==> src/rtl/intper_pkg.sv <==
package intper_pkg;
  typedef enum logic [1:0] {
    PH_IDLE = 2'd0,
    PH_D1   = 2'd1,
    PH_D2   = 2'd2
  } phase_t;
endpackage

==> src/rtl/intper_tick.sv <==
// Tick enable: full rate for the upper ranges, one tick per two cycles for
// the lower ranges. The divider phase only advances while running.
module intper_tick (
  input  logic       clk,
  input  logic       rst_n,
  input  logic       run,
  input  logic [1:0] range_sel,
  output logic       tick
);
  logic half_ph;
  logic full_rate;

  assign full_rate = (range_sel >= 2'd2);

  always_ff @(posedge clk or negedge rst_n) begin
    if (!rst_n)    half_ph <= 1'b0;
    else if (!run) half_ph <= 1'b0;
    else           half_ph <= ~half_ph;
  end

  assign tick = run & (full_rate | half_ph);
endmodule

==> src/rtl/intper_phase.sv <==
// Phase sequencer: idle / diode 1 / diode 2, internal or external pacing.
module intper_phase
  import intper_pkg::*;
#(
  parameter int CNT_W    = 16,
  parameter int STEP_LOG = 4
) (
  input  logic       clk,
  input  logic       rst_n,
  input  logic       enable,
  input  logic       run,
  input  logic       restart,
  input  logic       ext_mode,
  input  logic [1:0] width,
  input  logic       tick,
  input  logic       sync_pulse,
  output phase_t     phase,
  output logic       publish,
  output logic       cnt_en,
  output logic       cnt_clr
);
  logic [CNT_W-1:0] pc, pc_n, lim;
  phase_t           nxt;
  logic             last_tick;

  function automatic logic [CNT_W-1:0] lim_of(input logic [1:0] code);
    int sh;
    logic [CNT_W:0] full;
    sh   = CNT_W - STEP_LOG * int'(code);
    full = ((CNT_W+1)'(1) << sh) - (CNT_W+1)'(1);
    return full[CNT_W-1:0];
  endfunction

  assign lim       = lim_of(width);
  assign last_tick = tick && (pc == lim);

  always_comb begin
    nxt     = phase;
    pc_n    = pc;
    publish = 1'b0;
    if (!enable) begin
      nxt  = PH_IDLE;
      pc_n = '0;
    end else if (restart) begin
      nxt  = ext_mode ? PH_IDLE : PH_D1;
      pc_n = '0;
    end else if (run) begin
      unique case (phase)
        PH_IDLE: begin
          if (!ext_mode || sync_pulse) nxt = PH_D1;
        end
        PH_D1: begin
          if (ext_mode) begin
            if (sync_pulse) nxt = PH_D2;
          end else if (last_tick) begin
            nxt  = PH_D2;
            pc_n = '0;
          end else if (tick) begin
            pc_n = pc + 1'b1;
          end
        end
        PH_D2: begin
          if (ext_mode) begin
            if (sync_pulse) begin
              nxt     = PH_D1;
              publish = 1'b1;
            end
          end else if (last_tick) begin
            nxt     = PH_D1;
            pc_n    = '0;
            publish = 1'b1;
          end else if (tick) begin
            pc_n = pc + 1'b1;
          end
        end
        default: nxt = PH_IDLE;
      endcase
    end
  end

  assign cnt_clr = !enable || restart || (phase == PH_IDLE);
  assign cnt_en  = run && tick && !cnt_clr;

  always_ff @(posedge clk or negedge rst_n) begin
    if (!rst_n) begin
      phase <= PH_IDLE;
      pc    <= '0;
    end else begin
      phase <= nxt;
      pc    <= pc_n;
    end
  end
endmodule

==> src/rtl/intper_timer.sv <==
// Saturating measurement tick counter with sticky overflow.
module intper_timer #(
  parameter int CNT_W = 16
) (
  input  logic             clk,
  input  logic             rst_n,
  input  logic             clr,
  input  logic             cnt_en,
  input  logic             publish,
  output logic [CNT_W-1:0] cnt_now,
  output logic             ovf_now
);
  logic [CNT_W-1:0] cnt;
  logic             ovf;
  logic             at_top;

  assign at_top  = (cnt == {CNT_W{1'b1}});
  assign cnt_now = (cnt_en && !at_top) ? cnt + 1'b1 : cnt;
  assign ovf_now = ovf | (cnt_en & at_top);

  always_ff @(posedge clk or negedge rst_n) begin
    if (!rst_n) begin
      cnt <= '0;
      ovf <= 1'b0;
    end else if (clr || publish) begin
      cnt <= '0;
      ovf <= 1'b0;
    end else if (cnt_en) begin
      cnt <= cnt_now;
      ovf <= ovf_now;
    end
  end
endmodule

==> src/rtl/intper_outreg.sv <==
// Single-entry result holder with valid/ready; newer results overwrite.
module intper_outreg #(
  parameter int CNT_W = 16
) (
  input  logic             clk,
  input  logic             rst_n,
  input  logic             enable,
  input  logic             publish,
  input  logic [CNT_W-1:0] cnt_in,
  input  logic             ovf_in,
  input  logic             ready,
  output logic             valid,
  output logic [CNT_W-1:0] cnt_out,
  output logic             ovf_out
);
  always_ff @(posedge clk or negedge rst_n) begin
    if (!rst_n) begin
      valid   <= 1'b0;
      cnt_out <= '0;
      ovf_out <= 1'b0;
    end else if (!enable) begin
      valid <= 1'b0;
    end else if (publish) begin
      valid   <= 1'b1;
      cnt_out <= cnt_in;
      ovf_out <= ovf_in;
    end else if (valid && ready) begin
      valid <= 1'b0;
    end
  end
endmodule

==> src/rtl/intper_seq.sv <==
module intper_seq
  import intper_pkg::*;
#(
  parameter int CNT_W    = 16,
  parameter int STEP_LOG = 4
) (
  input  logic             clk,
  input  logic             rst_n,
  input  logic             cfg_enable,
  input  logic             cfg_pwrdn,
  input  logic             cfg_ext_mode,
  input  logic [1:0]       cfg_width,
  input  logic [1:0]       cfg_range,
  input  logic             sync_pulse,
  output logic             diode_sel,
  output logic             integ_active,
  output logic             res_valid,
  input  logic             res_ready,
  output logic [CNT_W-1:0] res_count,
  output logic             res_ovf
);
  logic             run;
  logic             tick;
  logic             restart;
  logic             publish;
  logic             cnt_en;
  logic             cnt_clr;
  logic [CNT_W-1:0] cnt_now;
  logic             ovf_now;
  logic             prev_mode;
  logic [1:0]       prev_width;
  phase_t           phase;

  assign run = cfg_enable && !cfg_pwrdn;

  // Configuration change detection: any mode or width edit restarts.
  always_ff @(posedge clk or negedge rst_n) begin
    if (!rst_n) begin
      prev_mode  <= 1'b0;
      prev_width <= 2'b00;
    end else begin
      prev_mode  <= cfg_ext_mode;
      prev_width <= cfg_width;
    end
  end
  assign restart = (cfg_ext_mode != prev_mode) || (cfg_width != prev_width);

  intper_tick u_tick (
    .clk       (clk),
    .rst_n     (rst_n),
    .run       (run),
    .range_sel (cfg_range),
    .tick      (tick)
  );

  intper_phase #(.CNT_W(CNT_W), .STEP_LOG(STEP_LOG)) u_phase (
    .clk        (clk),
    .rst_n      (rst_n),
    .enable     (cfg_enable),
    .run        (run),
    .restart    (restart),
    .ext_mode   (cfg_ext_mode),
    .width      (cfg_width),
    .tick       (tick),
    .sync_pulse (sync_pulse),
    .phase      (phase),
    .publish    (publish),
    .cnt_en     (cnt_en),
    .cnt_clr    (cnt_clr)
  );

  intper_timer #(.CNT_W(CNT_W)) u_timer (
    .clk     (clk),
    .rst_n   (rst_n),
    .clr     (cnt_clr),
    .cnt_en  (cnt_en),
    .publish (publish),
    .cnt_now (cnt_now),
    .ovf_now (ovf_now)
  );

  intper_outreg #(.CNT_W(CNT_W)) u_out (
    .clk     (clk),
    .rst_n   (rst_n),
    .enable  (cfg_enable),
    .publish (publish),
    .cnt_in  (cnt_now),
    .ovf_in  (ovf_now),
    .ready   (res_ready),
    .valid   (res_valid),
    .cnt_out (res_count),
    .ovf_out (res_ovf)
  );

  assign diode_sel    = (phase == PH_D2);
  assign integ_active = (phase != PH_IDLE);
endmodule

==> config.mk <==
export PLATFORM = sky130hd
export DESIGN_NAME = intper_seq
export DESIGN_NICKNAME = d
export VERILOG_FILES = /design/src/rtl/intper_pkg.sv /design/src/rtl/intper_tick.sv /design/src/rtl/intper_phase.sv /design/src/rtl/intper_timer.sv /design/src/rtl/intper_outreg.sv /design/src/rtl/intper_seq.sv
export SDC_FILE = /design/constraint.sdc
export NUM_CORES = 1
export LEC_CHECK = 0
export CORE_MARGIN = 1.5
export CORE_UTILIZATION = 57
export DETAILED_ROUTE_END_ITERATION = 12
export DONT_BUFFER_PORTS = 1
export PLACE_DENSITY = 0.78
export SKIP_LAST_GASP = 1
export SLEW_MARGIN = 20
export SYNTH_ARGS = -nofsm -noshare
export SYNTH_HDL_FRONTEND = slang
export SYNTH_SLANG_ARGS = --single-unit
==> constraint.sdc <==
create_clock -name clk -period 1.89 [get_ports clk]
set_input_delay 0.378 -clock clk [delete_from_list [all_inputs] [get_ports clk]]
set_output_delay 0.378 -clock clk [all_outputs]
set_load 0.01 [all_outputs]
==> impl_metrics.ini, run 1 <==
[run_status]
status = finished with violations
violations = negative setup slack

[setup_path]
r2r_end = u_out.ovf_out
worstReg2RegStart = u_phase.pc[7]
arrival_ps = 2370
cp-start-kind = register
cp_cell_sequence = or4_1, mux2i_1, o2111a_2, o2111a_2, buf_12, nor2_1, a21oi_1
critPathBufInv = 1
worstPathMaxFanout = 18
end_kind = register
ff2ff_setup_slack_ps = -220
path_class = register to register
cp.required_ps = 2150
crit_top_cell = o2111a_2
cp_slowest_cell = or4_1
crit_family = compound AO/OA/AOI/OAI gates
critPathMaxStageDelay_ps = 530
worst_r2r_path_depth = 7

[global_route]
top_usage_layer = met2
grt_pass1_vias = 2595
grt_first_pass_wirelength_um = 11700
use_met2_pct = 49.8
grt_use_met1_pct = 32.7
grt_max_degree = 58
overflow = 0
grtUsageTotal_pct = 28.8
antenna_found_initial = 0
grtUsageMet3_pct = 9.24

[drt]
via_per_inst = 5.76
drtPass1Iterations = 4
wirelength_um = 7520
post_drt_wl_per_cell_um = 17.4
drcViolationCount = 0
drt_iter0_drc = 162
ant_nets = 0
dr_total_vias = 2489

[placement]
dpl_cell_area_mm2 = 0.00342
dp_hpwl_um = 4410
place_congestion = 0.871
port-buffer-count = 0

[yosys]
ys_seq_area_share_pct = 48.8
synth_top_family_by_area = simple AND/OR/NAND/NOR gates
synth-main-ff-cell = dfrtp_1
synth-compound-area-share_pct = 10.8
netlist_area_mm2 = 0.00293
synth_edf_count = 0
synth_area_per_cell_um2 = 9.98
syn-num-nets = 311
synthCells = 293
synth_xor_area_share_pct = 8.64
synthSimpleGateAreaFrac_pct = 23.8
synth.distinct_cells = 51
synthArstFlopShare_pct = 100
muxShareOfSynthArea_pct = 1.37
ys_warn_count = 0
synth_adder_area_share_pct = 2.99
synth-seq-cells = 57

[cells_and_area]
final_cell_area_mm2 = 0.00393
drive_gt1_share_pct = 33.7
antenna_cells = 0
final_common_cell = nor2_1
nNetsFinal = 380
final_cell_mix = 59 x nor2_1, 57 x dfrtp_1, 56 x buf_4, 21 x a21oi_1, 15 x nand2_1
area_growth_pct = 34.5

[timing]
max_freq_mhz = 473
layout_worst_path_cycle_share_pct = 112
hold_ws_ps = 58.8
setup_viol = 52
rsz0062_at_grt = true
period_needed_ps = 2110
max_slew_margin_pct = 68.6
hold_violations = 0
tightest_slew_ps = 471
setup_slack_ps = -224
slew_violations = 0
skew_ps = 6.91

[floorplan]
die_area_mm2 = 0.00557
num_io_pins = 31
die_h_um = 74.6
coreArea_mm2 = 0.00485
die_w_um = 74.6
num_rows = 25
start_util_pct = 60.3

[hold_path]
min_path_cells = 0
holdCritStartpoint = cfg_ext_mode
min_path_type = primary input to register
holdPathEnd = prev_mode

[power_and_ir_drop]
pwr-share-clk_pct = 43.5
combPwrFrac_pct = 7.3
power_uw = 2510
leakagePower_uw = 0.00168
max-vdd-ir-drop_mv = 0.601
seqPwrFrac_pct = 49.2
p_sw_uw = 578
swShare_pct = 23.0
p_int_uw = 1940
pwr_density_cell_mw_per_mm2 = 639

[clock_network]
htree_num_levels = 3
tritoncts = done
clkSinkCount = 57
cts_buffers = 9
clockBufferDepth = 2
clk_pin_slew_ps = 60
clk-insertion-delay-late_ps = 340
root_buffer = clkbuf_8

[flow_run]
max_cap_violations = 0
-- logic make-up (layout without fill, tap and decap cells) --
| logic type | Yosys count | in the layout |
|---|---|---|
| adders and majority gates | 7 | 7 |
| xor gates and xnor gates | 28 | 28 |
| buffers and inverters | 19 | 91 |
| muxes | 4 | 4 |
| AOI/OAI and AO/OA | 48 | 48 |
| and+or+nand+nor | 130 | 130 |
| DFF | 57 | 57 |
-- layout make-up --
| cell class | count | area (µm²) |
|---|---|---|
| Fill cell | 284 | 915 |
| Clock inverter | 4 | 45.0 |
| Multi-Input combinational cell | 217 | 1580 |
| Timing Repair Buffer | 67 | 627 |
| Clock buffer | 10 | 138 |
| Tap cell | 67 | 83.8 |
| Inverter | 10 | 37.5 |
| Sequential cell | 57 | 1430 |
-- how the worst max path moves through the flow --
stage / from / end / cells after the start
floorplan: u_phase.pc[9] / u_timer.cnt[3] / 8
global placement: u_phase.pc[5] / u_out.cnt_out[1] / 7
detailed placement: cfg_pwrdn / u_out.cnt_out[3] / 8
CTS: u_phase.pc[7] / u_out.cnt_out[3] / 7
global route: u_phase.pc[7] / u_out.cnt_out[1] / 7
finish: u_phase.pc[7] / u_out.ovf_out / 7
-- synth_stat cells, types with 3 or more instances --
cell / number / area share, %
o2111a_1: 3 / 1.2
mux2i_1: 4 / 1.4
xor2_1: 11 / 3.3
nor2_1: 61 / 7.8
a21oi_1: 24 / 4.1
and4_1: 5 / 1.5
nor3_1: 6 / 1.0
dfrtp_1: 57 / 49
inv_1: 10 / 1.3
nand2_1: 15 / 1.9
and3_1: 4 / 0.86
nand4_1: 5 / 1.1
nand3b_1: 3 / 0.77
buf_6: 3 / 1.2
xnor2_1: 16 / 4.8
o21ai_0: 6 / 1.0
nand3_1: 12 / 2.1
buf_2: 4 / 0.68
ha_1: 7 / 3.0
-- state kept, by name (all words and copies together) (netlist names) --
name,count
prev_mode,1
u_timer.ovf,1
u_out.cnt_out,16
prev_width,2
u_tick.half_ph,1
u_out.valid,1
u_timer.cnt,16
u_phase.phase,2
u_phase.pc,16
u_out.ovf_out,1
-- stage by stage --
step	std cells	setup slack, ps	utilization [%]	TNS [ps]
after floorplan	293	-18.3	-	-181
after global placement	405	-176	70.5	-6410
after detailed placement	405	-229	70.5	-8690
after CTS	428	-179	77.5	-5630
after global routing	432	-262	81.1	-9930
final	432	-224	81.1	-8040
-- per-layer routing --
layer	vias up	wire [µm]
li1	1159	-
met3	22	318
met4	0	218
met5	-	0
met1	1244	3020
met2	64	3960
-- power by group through the flow --
stage	registers, µW	logic, µW	clock network (µW)
floorplan	1260	71.6	0
global placement	1260	118	0
detailed placement	1260	125	0
CTS	1240	165	1110
global route	1240	198	1170
finish	1240	183	1090
-- repair_timing --
action,4_1_cts,5_1_grt
setup endpoints to repair,50,53
endpoints found under the hold margin,57,0
pin swaps,2,12
hold buffers,2,0
setup buffers,4,4
gates resized for setup,12,29
gates cloned,3,0
No activity file was read; power rests on OpenSTA's default activity.
==> run 2, diff against run 1 <==
Settings changed: ABC_AREA set to 1, CTS_BUF_LIST set to sky130_fd_sc_hd__clkbuf_16.
==> run 2 against run 1 <==
- the flow now finishes without violations
- worst hold slack better by 21 ps
- setup slack better by 280 ps
- global-route usage down 4.1 points
- cell area increased by 3.7%
- via count increased by 21%
- die area is 13% higher
- clock skew decreased by 2.4 ps
- non-clock buffer count down 40
==> impl_metrics.ini, run 2 <==
[run_status]
status = complete, no violations

[setup_path]
cp.required_ps = 2100
cp_cell_sequence = inv_2, ha_4, inv_2, nor2_2, nand3_2, nand4_1, buf_6, clkbuf_16, nand3b_1, xor2_1, nor2_1
crit_top_cell = inv_2
end_kind = register
cp_slowest_cell = dfrtp_1
critPathMaxStageDelay_ps = 410
cp-start-kind = register
arrival_ps = 2050
path_class = register to register
worstPathMaxFanout = 4

[floorplan]
num_rows = 27
coreArea_mm2 = 0.00557
die_w_um = 79.5
die_h_um = 79.5
die_area_mm2 = 0.00632
start_util_pct = 59.8
num_io_pins = 31

[clock_network]
root_buffer = clkbuf_16
cts_buffers = 9
clkSinkCount = 57
clockBufferDepth = 2
htree_num_levels = 3
clk_pin_slew_ps = 50
clk-insertion-delay-late_ps = 320
tritoncts = done

[drt]
drt_iter0_drc = 224
post_drt_wl_per_cell_um = 14.0
wirelength_um = 7990
drcViolationCount = 0
ant_nets = 0
via_per_inst = 5.29
drtPass1Iterations = 5
dr_total_vias = 3014

[yosys]
synth_edf_count = 0
synth_top_cell_area_share_pct = 42.8
synthArstFlopShare_pct = 100
syn-num-nets = 482
netlist_area_mm2 = 0.00333
synth-main-ff-cell = dfrtp_1
synth.distinct_cells = 31
synth_common_cells = 180 x nand2_1, 57 x dfrtp_1, 54 x inv_1, 43 x nand3_1, 43 x nor2_1
ys_seq_area_share_pct = 42.8
ys_warn_count = 0
synth-seq-cells = 57
synth_area_per_cell_um2 = 7.18
synth_top_area_cell = dfrtp_1
yosys-top-cells-area = dfrtp_1 43%, nand2_1 20%, nand3_1 6.5%
synth_most_common_cell = nand2_1
synthCells = 464

[cells_and_area]
final_cell_area_mm2 = 0.00408
seq_area_mm2 = 0.00143
nFillCells = 410
final_common_cell = nand2_1
nNetsFinal = 511
area_growth_pct = 22.4
multi_input_area_mm2 = 0.00172
drive_gt1_share_pct = 16.1
antenna_cells = 0
reg.largest.list = u_out.cnt_out x16, u_phase.pc x16, u_timer.cnt x16
final_cell_mix = 172 x nand2_1, 56 x dfrtp_1, 51 x inv_1, 42 x nor2_1, 38 x nand3_1

[timing]
period_needed_ps = 1840
setup_viol = 0
tightest_slew_ps = 363
layout_worst_path_cycle_share_pct = 97.3
skew_ps = 4.51
slew_violations = 0
hold_violations = 0
tns_ps = 0
setup_slack_ps = 51.4
rsz0062_at_grt = true
max_freq_mhz = 544
max_slew_margin_pct = 75.6
hold_ws_ps = 79.9

[global_route]
grt_pass1_vias = 2778
grtUsageTotal_pct = 24.7
antenna_found_initial = 0
overflow = 0
grt_max_degree = 58
grt_first_pass_wirelength_um = 12100

[power_and_ir_drop]
pwr_density_cell_mw_per_mm2 = 761
max-vdd-ir-drop_mv = 0.528
power_uw = 3100
leakagePower_uw = 0.00217

[placement]
pre_cts_slack_ps = 103
port-buffer-count = 0
place_congestion = 0.897
dpl_cell_area_mm2 = 0.00348
dp_hpwl_um = 4990

[hold_path]
min_path_type = primary input to register

[flow_run]
max_cap_violations = 0
-- run 2: changes by cell type after synthesis, sizes merged, moves of 3 or more --
cell    previous run  this run
xor2              11         8
inv               10        57
nand2             15       187
a21oi             24        11
nor2              61        49
and4               5         0
nand3             13        43
mux2i              4         0
and3               4         0
xnor2             17         8
o2111a             3         0
-- run 2: cell families after synthesis --
group / after synthesis / synth area share, %
AO/OA/AOI/OAI: 21 / 3.42
XOR/XNOR: 16 / 4.20
AND/OR/NAND/NOR: 296 / 38.3
buffers and inverters: 67 / 8.67
adder cells (fa/ha/maj): 7 / 2.63
flip-flops: 57 / 42.8
-- run 2: worst max-delay path, delay by kind of cell (launching register included) --
kind                       cells  cell delay (ps)
xor gates and xnor gates       1              180
and+or+nand+nor                5              480
adders and majority gates      1              260
buffers and inverters          4              400
DFF                            1              410
-- run 2: per-layer routing --
| layer | wire [µm] | GRT usage, % | up-vias |
|---|---|---|---|
| li1 | - | - | 1497 |
| met1 | 3700 | 33.0 | 1411 |
| met2 | 3730 | 39.7 | 90 |
| met3 | 421 | 4.69 | 16 |
| met4 | 146 | 9.47 | 0 |
| met5 | 0 | 0 | - |
-- run 2: where the power goes --
group | leakage, µW | internal [µW] | total [µW] | switching (µW)
Combinational | 0.00123 | 66.4 | 179 | 113
Clock | 0.000150 | 1140 | 1690 | 552
Sequential | 0.000786 | 1230 | 1240 | 5.65
-- run 2: area by class of cell --
class	count	share of cell area (%)
clock inverter	7	2.09
multi-input combinational	340	42.2
clock buffer	9	5.52
inverter	58	5.40
sequential	57	35.0
timing repair buffer	27	7.61
tap	72	2.21
-- run 2: repair_timing --
| item | CTS | global route |
|---|---|---|
| hold endpoints to repair | 57 | 0 |
| setup endpoints to repair | 0 | 41 |
| resized for setup | 0 | 32 |
| hold buffers | 2 | 0 |
| setup buffers | 0 | 8 |
-- run 2: worst paths after layout --
kind	from	end	slack [ps]	depth (start not counted)
worst max-delay path	u_phase.phase[0]	u_phase.pc[12]	50	11
worst min-delay path	cfg_width[0]	prev_width[0]	80	0
worst max register to register	u_phase.phase[0]	u_phase.pc[12]	50	11
worst min register to register	u_tick.half_ph	u_tick.half_ph	430	1
max in group asynchronous	rst_n	u_phase.pc[0]	1060	2
min in group asynchronous	rst_n	u_phase.phase[0]	590	2
-- run 2: metrics by stage --
step / util, % / instances
after global routing: 73.2 / 570
final: 73.2 / 570
after global placement: 62.4 / 540
after floorplan: - / 464
after detailed placement: 62.4 / 540
after CTS: 68.6 / 558
